===== config.mk =====
export PLATFORM = sky130hd
export DESIGN_NAME = rx_line_if
export DESIGN_NICKNAME = d
export VERILOG_FILES = /design/src/rtl/rx_line_pkg.sv /design/src/rtl/rx_edge_sel.sv /design/src/rtl/rx_line_decode.sv /design/src/rtl/rx_viol_counter.sv /design/src/rtl/rx_line_if.sv
export SDC_FILE = /design/constraint.sdc
export NUM_CORES = 1
export LEC_CHECK = 0
export BUFFER_PORTS_ARGS = -buffer_cell sky130_fd_sc_hd__buf_2
export CORE_MARGIN = 4
export CORE_UTILIZATION = 56
export DETAILED_ROUTE_END_ITERATION = 8
export GPL_TIMING_DRIVEN = 0
export PLACE_DENSITY = 0.87
export SLEW_MARGIN = 10
export SYNTH_ARGS = -nofsm -noshare
export SYNTH_HDL_FRONTEND = slang
export SYNTH_SLANG_ARGS = --single-unit

===== constraint.sdc =====
create_clock -name clk_i -period 2.3 [get_ports clk_i]
set_input_delay 0.46 -clock clk_i [delete_from_list [all_inputs] [get_ports clk_i]]
set_output_delay 0.46 -clock clk_i [all_outputs]
set_load 0.01 [all_outputs]

===== src/rtl/rx_line_pkg.sv =====
package rx_line_pkg;
  typedef enum logic [1:0] {
    POL_NONE = 2'd0,
    POL_POS  = 2'd1,
    POL_NEG  = 2'd2
  } mark_pol_e;
endpackage


===== src/rtl/rx_edge_sel.sv =====
module rx_edge_sel (
  input  logic clk_i,
  input  logic rst_ni,
  input  logic line_clk_i,
  input  logic inv_i,
  output logic strobe_o
);
  logic prev_q;
  logic rise, fall;

  always_ff @(posedge clk_i or negedge rst_ni) begin
    if (!rst_ni) prev_q <= 1'b0;
    else         prev_q <= line_clk_i;
  end

  assign rise     = line_clk_i & ~prev_q;
  assign fall     = ~line_clk_i & prev_q;
  assign strobe_o = inv_i ? fall : rise;
endmodule


===== src/rtl/rx_line_decode.sv =====
module rx_line_decode
  import rx_line_pkg::*;
(
  input  logic clk_i,
  input  logic rst_ni,
  input  logic strobe_i,
  input  logic binary_i,
  input  logic pos_i,
  input  logic neg_i,
  input  logic pos_inv_i,
  input  logic neg_inv_i,
  output logic data_o,
  output logic valid_o,
  output logic viol_o
);
  mark_pol_e last_q, last_d;
  logic p_eff, n_eff;
  logic bit_d, viol_d;

  assign p_eff = pos_i ^ pos_inv_i;
  assign n_eff = neg_i ^ neg_inv_i;

  always_comb begin
    last_d = last_q;
    bit_d  = 1'b0;
    viol_d = 1'b0;
    if (binary_i) begin
      bit_d  = p_eff;
      viol_d = n_eff;
    end else begin
      bit_d = p_eff | n_eff;
      unique case ({p_eff, n_eff})
        2'b11: viol_d = 1'b1;  // both rails: violation, memory kept
        2'b10: begin
          viol_d = (last_q == POL_POS);
          last_d = POL_POS;
        end
        2'b01: begin
          viol_d = (last_q == POL_NEG);
          last_d = POL_NEG;
        end
        default: ;
      endcase
    end
  end

  always_ff @(posedge clk_i or negedge rst_ni) begin
    if (!rst_ni) begin
      last_q  <= POL_NONE;
      data_o  <= 1'b0;
      valid_o <= 1'b0;
    end else begin
      valid_o <= strobe_i;
      if (strobe_i) begin
        data_o <= bit_d;
        if (!binary_i) last_q <= last_d;
      end
    end
  end

  assign viol_o = strobe_i & viol_d;
endmodule


===== src/rtl/rx_viol_counter.sv =====
module rx_viol_counter #(
  parameter int BYTE_W = 8
) (
  input  logic              clk_i,
  input  logic              rst_ni,
  input  logic              inc_i,
  input  logic              latch_i,
  output logic [BYTE_W-1:0] hi_o,
  output logic [BYTE_W-1:0] lo_o,
  output logic [2*BYTE_W-1:0] count_o
);
  localparam int CNT_W = 2 * BYTE_W;
  localparam logic [CNT_W-1:0] CNT_MAX = {CNT_W{1'b1}};

  logic [CNT_W-1:0] cnt_q;

  always_ff @(posedge clk_i or negedge rst_ni) begin
    if (!rst_ni) begin
      cnt_q <= '0;
      hi_o  <= '0;
      lo_o  <= '0;
    end else begin
      if (latch_i) begin
        hi_o  <= cnt_q[CNT_W-1:BYTE_W];
        lo_o  <= cnt_q[BYTE_W-1:0];
        cnt_q <= {{(CNT_W-1){1'b0}}, inc_i};
      end else if (inc_i && cnt_q != CNT_MAX) begin
        cnt_q <= cnt_q + 1'b1;
      end
    end
  end

  assign count_o = cnt_q;
endmodule


===== src/rtl/rx_line_if.sv =====
module rx_line_if #(
  parameter int BYTE_W = 8
) (
  input  logic              clk_i,
  input  logic              rst_ni,
  input  logic              line_clk_i,
  input  logic              pos_i,
  input  logic              neg_i,
  input  logic              binary_i,
  input  logic              clk_inv_i,
  input  logic              pos_inv_i,
  input  logic              neg_inv_i,
  input  logic              latch_i,
  output logic              data_o,
  output logic              valid_o,
  output logic [BYTE_W-1:0] cnt_hi_o,
  output logic [BYTE_W-1:0] cnt_lo_o
);
  localparam int CNT_W = 2 * BYTE_W;

  logic             strobe;
  logic             viol;
  logic [CNT_W-1:0] viol_count;

  rx_edge_sel u_edge (
    .clk_i      (clk_i),
    .rst_ni     (rst_ni),
    .line_clk_i (line_clk_i),
    .inv_i      (clk_inv_i),
    .strobe_o   (strobe)
  );

  rx_line_decode u_dec (
    .clk_i     (clk_i),
    .rst_ni    (rst_ni),
    .strobe_i  (strobe),
    .binary_i  (binary_i),
    .pos_i     (pos_i),
    .neg_i     (neg_i),
    .pos_inv_i (pos_inv_i),
    .neg_inv_i (neg_inv_i),
    .data_o    (data_o),
    .valid_o   (valid_o),
    .viol_o    (viol)
  );

  rx_viol_counter #(.BYTE_W(BYTE_W)) u_cnt (
    .clk_i   (clk_i),
    .rst_ni  (rst_ni),
    .inc_i   (viol),
    .latch_i (latch_i),
    .hi_o    (cnt_hi_o),
    .lo_o    (cnt_lo_o),
    .count_o (viol_count)
  );
endmodule


==> results.toml, run 1 <==
[sta]
clock.fmax_mhz = 431
min_period_over_period = 1.01
slew_violations = 0
tightest_slew_ns = 0.814
setup_viol = 1
hold_viol_final = 0
worst_slack_ns = -0.0182
finClkSkew_ns = 0.00690
slew_headroom = 0.458
layout_min_cycle_time_ns = 2.32

[critical_path]
cp-start-kind = "input port"
path_buf_inv = 2
crit_slowest_cell = "or4_4"
endpoint_kind = "flop"
path_cells = "buf_2 > xnor2_4 > inv_2 > ha_4 > and4b_1 > or4_4 > and2_1 > a31oi_1 > a211oi_1"
crit-reg2reg-launch = "u_edge.prev_q"
r2r_slack_ns = 0.09
worst_ep_required_time_ns = 2.51
crit_start = "neg_inv_i"
path_delay_family = "simple AND/OR/NAND/NOR gates"
crit_arrival_ns = 2.53
critPathMaxFanout = 6
max_stage_delay_ns = 0.57
critPathKind = "input port to flop"

[die]
core_area_um2 = 3080
dieWidth_um = 65.1
dieHeight_um = 65.1
start_util = 0.592
ios = 28
core.rowCount = 20
die_area_um2 = 4230

[power]
powerDensity_nw_per_um2 = 622
total_power_mw = 1.38
leakage_nw = 1.01
pwr-share-comb = 0.146
ir_worst_vdd_mv = 0.527
switching_share = 0.252
clock_power_share = 0.346
p_sw_mw = 0.347
internal-power_mw = 1.03
p_seq_frac = 0.508

[place]
place_ws_ns = -0.344
gp_congestion = 0.878
dp_hpwl_um = 2830
port-buffer-count = 26

[global_route]
grt_pass1_vias = 1455
antenna_found_initial = 0
grt_pass1_wl_um = 6900
grt_usage = 0.216
grt_start_max_net_pins = 38
overflow = 0

[final_layout]
drive_above_1_share = 0.355
antenna_cells = 0
final_nets = 211
syn_to_final_growth_pct = 21.5
postLayoutCoreUtil = 0.720

[synthesis]
avgSynthCellArea_um2 = 11.3
synth_edf_count = 0
synth_seq_cells = 37
synth_top_area_cell = "dfrtp_1"
synthCells = 161
synth-main-ff-cell = "dfrtp_1"
synth.distinct_cells = 37
ys_warn_count = 0
syn-num-nets = 176
syn-cell-area_um2 = 1820
synth_area_leaders = "dfrtp_1 (51%), mux2_2 (11%), ha_1 (3.4%)"
yosysTopAreaCellShare = 0.508
synthArstFlopShare = 1.00
seq_area_frac_synth = 0.508

[cts]
cts-htree-levels = 2
cts_hold_buf = 0
clk_latency_ns = 0.35
clkTransAtPathRegs_ns = 0.11
cts_buffer_depth = 2
cts_made_buffers = 5
root_buffer = "clkbuf_4"
cts.sinks = 37
cts_tree = "yes"

[detailed_routing]
ant_nets = 0
routed_wl_um = 4160
drt_iter0_markers = 61
viasPerCell = 6.05
vias = 1458
route.detailed.drc = 0
wl_per_cell_um = 17.2
drt_pre_antenna_iters = 4

[run_status]
status = "finished, violations left"
failed_checks = "setup timing"

[hold_path]
hold_class = "input port to async pin"

[job]
drv_cap = 0
cells in the final DEF, fill, tap and decap left out, types with 2 or more instances in the layout:
master / instances
or2_2: 2
or4_1: 6
buf_2: 26
ha_1: 3
xnor2_4: 2
o21ai_0: 4
nand2_1: 7
nand3_1: 9
buf_4: 3
inv_1: 4
a21oi_1: 12
and4_1: 2
or4_4: 2
or3_1: 3
o31ai_1: 6
clkbuf_4: 5
nand3b_1: 3
clkbuf_1: 6
ha_4: 2
dfrtp_1: 37
nand4_1: 5
nor2_1: 8
mux2_2: 18
logic make-up (layout without fill, tap and decap cells):
group / count (synthesis) / in the layout / share of synthesized area
and+or+nand+nor: 54 / 55 / 0.181
DFF: 37 / 37 / 0.508
AOI/OAI and AO/OA: 30 / 30 / 0.113
muxes: 19 / 19 / 0.117
buffers and inverters: 13 / 48 / 0.0329
adders and majority gates: 5 / 5 / 0.0343
xor gates and xnor gates: 3 / 3 / 0.0144
worst register-to-register path, cell delays in order (launching register included):
cell and delay [ns]:
dfrtp_1 0.40, or3b_4 0.41, a221oi_4 0.39, nand3_2 0.20, or4_1 0.55, a21oi_1 0.19
metrics by stage:
| step | hold WS, ns | area, um^2 | std cells | TNS, ns |
|---|---|---|---|---|
| floorplan | 0.164 | 1910 | 161 | -0.00925 |
| global placement | 0.483 | 2090 | 231 | -2.97 |
| detailed placement | 0.495 | 2090 | 231 | -3.67 |
| CTS | 0.210 | 2180 | 239 | 0 |
| global route | 0.217 | 2210 | 241 | -0.0626 |
| finish | 0.191 | 2210 | 241 | -0.0182 |
worst paths after layout:
path | cells past startpoint | to
setup / recovery | 9 | u_cnt.count_o[14]
hold / removal | 1 | u_cnt.count_o[0]
setup reg to reg | 5 | u_cnt.count_o[13]
hold reg to reg | 1 | u_cnt.lo_o[5]
max in group asynchronous | 1 | u_cnt.count_o[7]
min in group clk_i | 1 | u_edge.prev_q
what timing repair did:
action                                  in CTS  in global routing
resized for setup                            0                  4
endpoints found under the setup margin       0                  5
buffers inserted                             0                  3
sequential cells by signal (all words and copies together), names as in the netlist:
register and flops:
u_cnt.count_o 16, u_edge.prev_q 1, u_dec.data_o 1, u_cnt.lo_o 8
u_dec.last_q 2, u_cnt.hi_o 8, u_dec.valid_o 1
synth_stat cells (5+ instances only):
cell and instances:
o21ai_0 5, nand2_1 7, a21oi_1 12, or4_1 7, clkbuf_1 6, mux2_2 18, o31ai_1 6, inv_1 5
ha_1 5, nand3_1 9, nand4_1 5, dfrtp_1 37, nor2_1 8
metal layers:
layer | GRT usage | part of all wire
met4 | 0.0596 | 0.014
met1 | 0.268 | 0.41
met2 | 0.369 | 0.52
met5 | 0 | 0
met3 | 0.0607 | 0.056
cell type report:
cell class	count	area, um^2
Clock inverter	1	30.0
Buffer	6	33.8
Sequential cell	37	926
Fill cell	221	863
Inverter	5	18.8
Multi-Input combinational cell	112	943
Tap cell	44	55.1
Timing Repair Buffer	29	153
Clock buffer	7	55.1
power groups by stage:
| stage | Clock (mW) | Sequential, mW | Combinational [mW] |
|---|---|---|---|
| 2_1_floorplan | 0 | 0.712 | 0.126 |
| 3_3_place_gp | 0 | 0.709 | 0.180 |
| 3_5_place_dp | 0 | 0.714 | 0.190 |
| 4_1_cts | 0.485 | 0.701 | 0.193 |
| 5_1_grt | 0.526 | 0.704 | 0.220 |
| 6_report | 0.477 | 0.700 | 0.201 |
Power figures use the tool's default switching activity.
==> run 2, diff against run 1 <==
--- a/config.mk
+++ b/config.mk
@@ -7,10 +7,10 @@
 export LEC_CHECK = 0
 export BUFFER_PORTS_ARGS = -buffer_cell sky130_fd_sc_hd__buf_2
 export CORE_MARGIN = 4
-export CORE_UTILIZATION = 56
+export CORE_UTILIZATION = 50
 export DETAILED_ROUTE_END_ITERATION = 8
 export GPL_TIMING_DRIVEN = 0
-export PLACE_DENSITY = 0.87
+export PLACE_DENSITY = 0.82
 export SLEW_MARGIN = 10
 export SYNTH_ARGS = -nofsm -noshare
 export SYNTH_HDL_FRONTEND = slang
==> constraint.sdc (replaced) <==
create_clock -name clk_i -period 2.1 [get_ports clk_i]
set_input_delay 0.42 -clock clk_i [delete_from_list [all_inputs] [get_ports clk_i]]
set_output_delay 0.42 -clock clk_i [all_outputs]
set_load 0.01 [all_outputs]
==> run 2 against run 1 <==
Compared with the run above: the run still ends with setup timing left; design area is 2.8% higher; clock power is 17% lower; sequential share of layout area is 1.1 points lower; clock-buffer cell count is 1 lower; global-route usage is 2.5 points lower; die area is 10% higher; utilization is 5.3 points lower; critical path type unchanged.
==> results.toml, run 2 (synthesized netlist as in run 1, its figures left out) <==
[final_layout]
mostFrequentLayoutCell = "dfrtp_1"
fin_area_um2 = 2280
drive_above_1_share = 0.430
final_nets = 215
antenna_cells = 0
layout_common_cells = "dfrtp_1 (36), buf_2 (25), mux2_2 (18), a21oi_1 (10), nand3_1 (9)"
syn_to_final_growth_pct = 24.8
largest_register_ffs = 16
fill_cells = 274

[power]
leakage_nw = 1.02
powerDensity_nw_per_um2 = 612
ir_worst_vdd_mv = 0.397

[sta]
hold_viol_final = 0
hold_ws_ns = 0.148
tightest_slew_ns = 0.809
clock.fmax_mhz = 475
rsz0062_at_grt = "yes"
setup_viol = 2
slew_headroom = 0.461
finClkSkew_ns = 0.00785
layout_min_cycle_time_ns = 2.10
slew_violations = 0
worst_slack_ns = -0.00309
min_period_over_period = 1.00

[detailed_routing]
viasPerCell = 5.97
drt_pre_antenna_iters = 4
route.detailed.drc = 0
wl_per_cell_um = 16.0
ant_nets = 0
routed_wl_um = 3940
drt_iter0_markers = 75
vias = 1468

[place]
port-buffer-count = 26
place_area_um2 = 2100
gp_congestion = 0.873
dp_hpwl_um = 2690

[die]
die_area_um2 = 4680
start_util = 0.534
ios = 28
core_area_um2 = 3420
dieHeight_um = 68.4
core.rowCount = 21
dieWidth_um = 68.4

[critical_path]
cp-endpoint = "u_cnt.count_o[6]"
crit_start = "neg_inv_i"
critPathKind = "input port to flop"
crit-reg2reg-launch = "u_edge.prev_q"
worst_ep_required_time_ns = 2.31
r2r-end = "u_cnt.count_o[6]"
cp-start-kind = "input port"
r2r_slack_ns = 0.01
reg2reg_depth = 7
crit_arrival_ns = 2.31
endpoint_kind = "flop"
critPathMaxFanout = 10

[global_route]
grt_usage = 0.191
grt_pass1_vias = 1455
antenna_found_initial = 0
overflow = 0
grt_pass1_wl_um = 6590
grt_start_max_net_pins = 38

[cts]
cts_buffer_depth = 2
root_buffer = "clkbuf_4"
cts.sinks = 37
cts_made_buffers = 5
cts-htree-levels = 2
clkTransAtPathRegs_ns = 0.11
clk_latency_ns = 0.35
cts_tree = "yes"

[hold_path]
hold_class = "input port to async pin"

[run_status]
failed_checks = "setup timing"
status = "finished, violations left"

[job]
drv_cap = 0
## run 2: per-layer routing
layer	GRT usage	part of all wire
met5	0	0
met4	0.0868	0.019
met3	0.0624	0.058
met2	0.317	0.49
met1	0.224	0.43
## run 2: repair_timing
action / 4_1_cts / 5_1_grt
cloned: 0 / 1
buffers inserted: 3 / 3
gates resized for setup: 2 / 16
endpoints found under the setup margin: 10 / 6
pin swaps: 2 / 8
hold buffers: 0 / 0
## run 2: worst min-delay path by stage
stage / start / endpoint / slack, ns / depth (start not counted)
3_3_place_gp: u_cnt.lo_o[5] / u_cnt.lo_o[5] / 0.48 / 1
3_5_place_dp: u_cnt.lo_o[1] / u_cnt.lo_o[1] / 0.49 / 1
4_1_cts: rst_ni / u_cnt.lo_o[4] / 0.17 / 1
2_1_floorplan: rst_ni / u_cnt.count_o[0] / 0.12 / 0
6_report: rst_ni / u_cnt.count_o[3] / 0.15 / 1
5_1_grt: line_clk_i / u_edge.prev_q / 0.17 / 1
## run 2: metrics by stage
stage	TNS (ns)	worst slack [ns]	utilization	power (mW)	std cells
2_1_floorplan	-1.20	-0.166	-	0.917	161
3_3_place_gp	-5.30	-0.450	0.616	0.973	233
3_5_place_dp	-5.82	-0.483	0.616	0.986	233
4_1_cts	0	0.0494	0.640	1.38	242
5_1_grt	-0.271	-0.0589	0.666	1.47	246
6_report	-0.00405	-0.00309	0.666	1.39	246
## run 2: area by class of cell
type                       instances  area (um^2)  share of cell area
multi-input combinational        112          991               0.435
sequential                        37          927               0.407
timing repair buffer              32          181              0.0797
tap                               46         57.6              0.0253
clock buffer                       6         51.3              0.0225
buffer                             7         41.3              0.0181
inverter                           5         18.8             0.00825
clock inverter                     1         7.51             0.00330
## run 2: critical path: stages
cell and delay (ns):
buf_2 0.13, xnor2_4 0.16, buf_4 0.16, ha_1 0.18
nor2b_2 0.16, a221oi_4 0.28, buf_4 0.19, nand3_4 0.12
buf_8 0.17, o31ai_2 0.23, a21oi_1 0.10
## run 2: power breakdown
part           internal, mW  total [mW]  leakage (nW)  switching [mW]
registers             0.741       0.766         0.504          0.0244
logic                 0.114       0.233         0.489           0.119
clock network         0.157       0.395        0.0303           0.238
total                  1.01        1.39          1.02           0.382
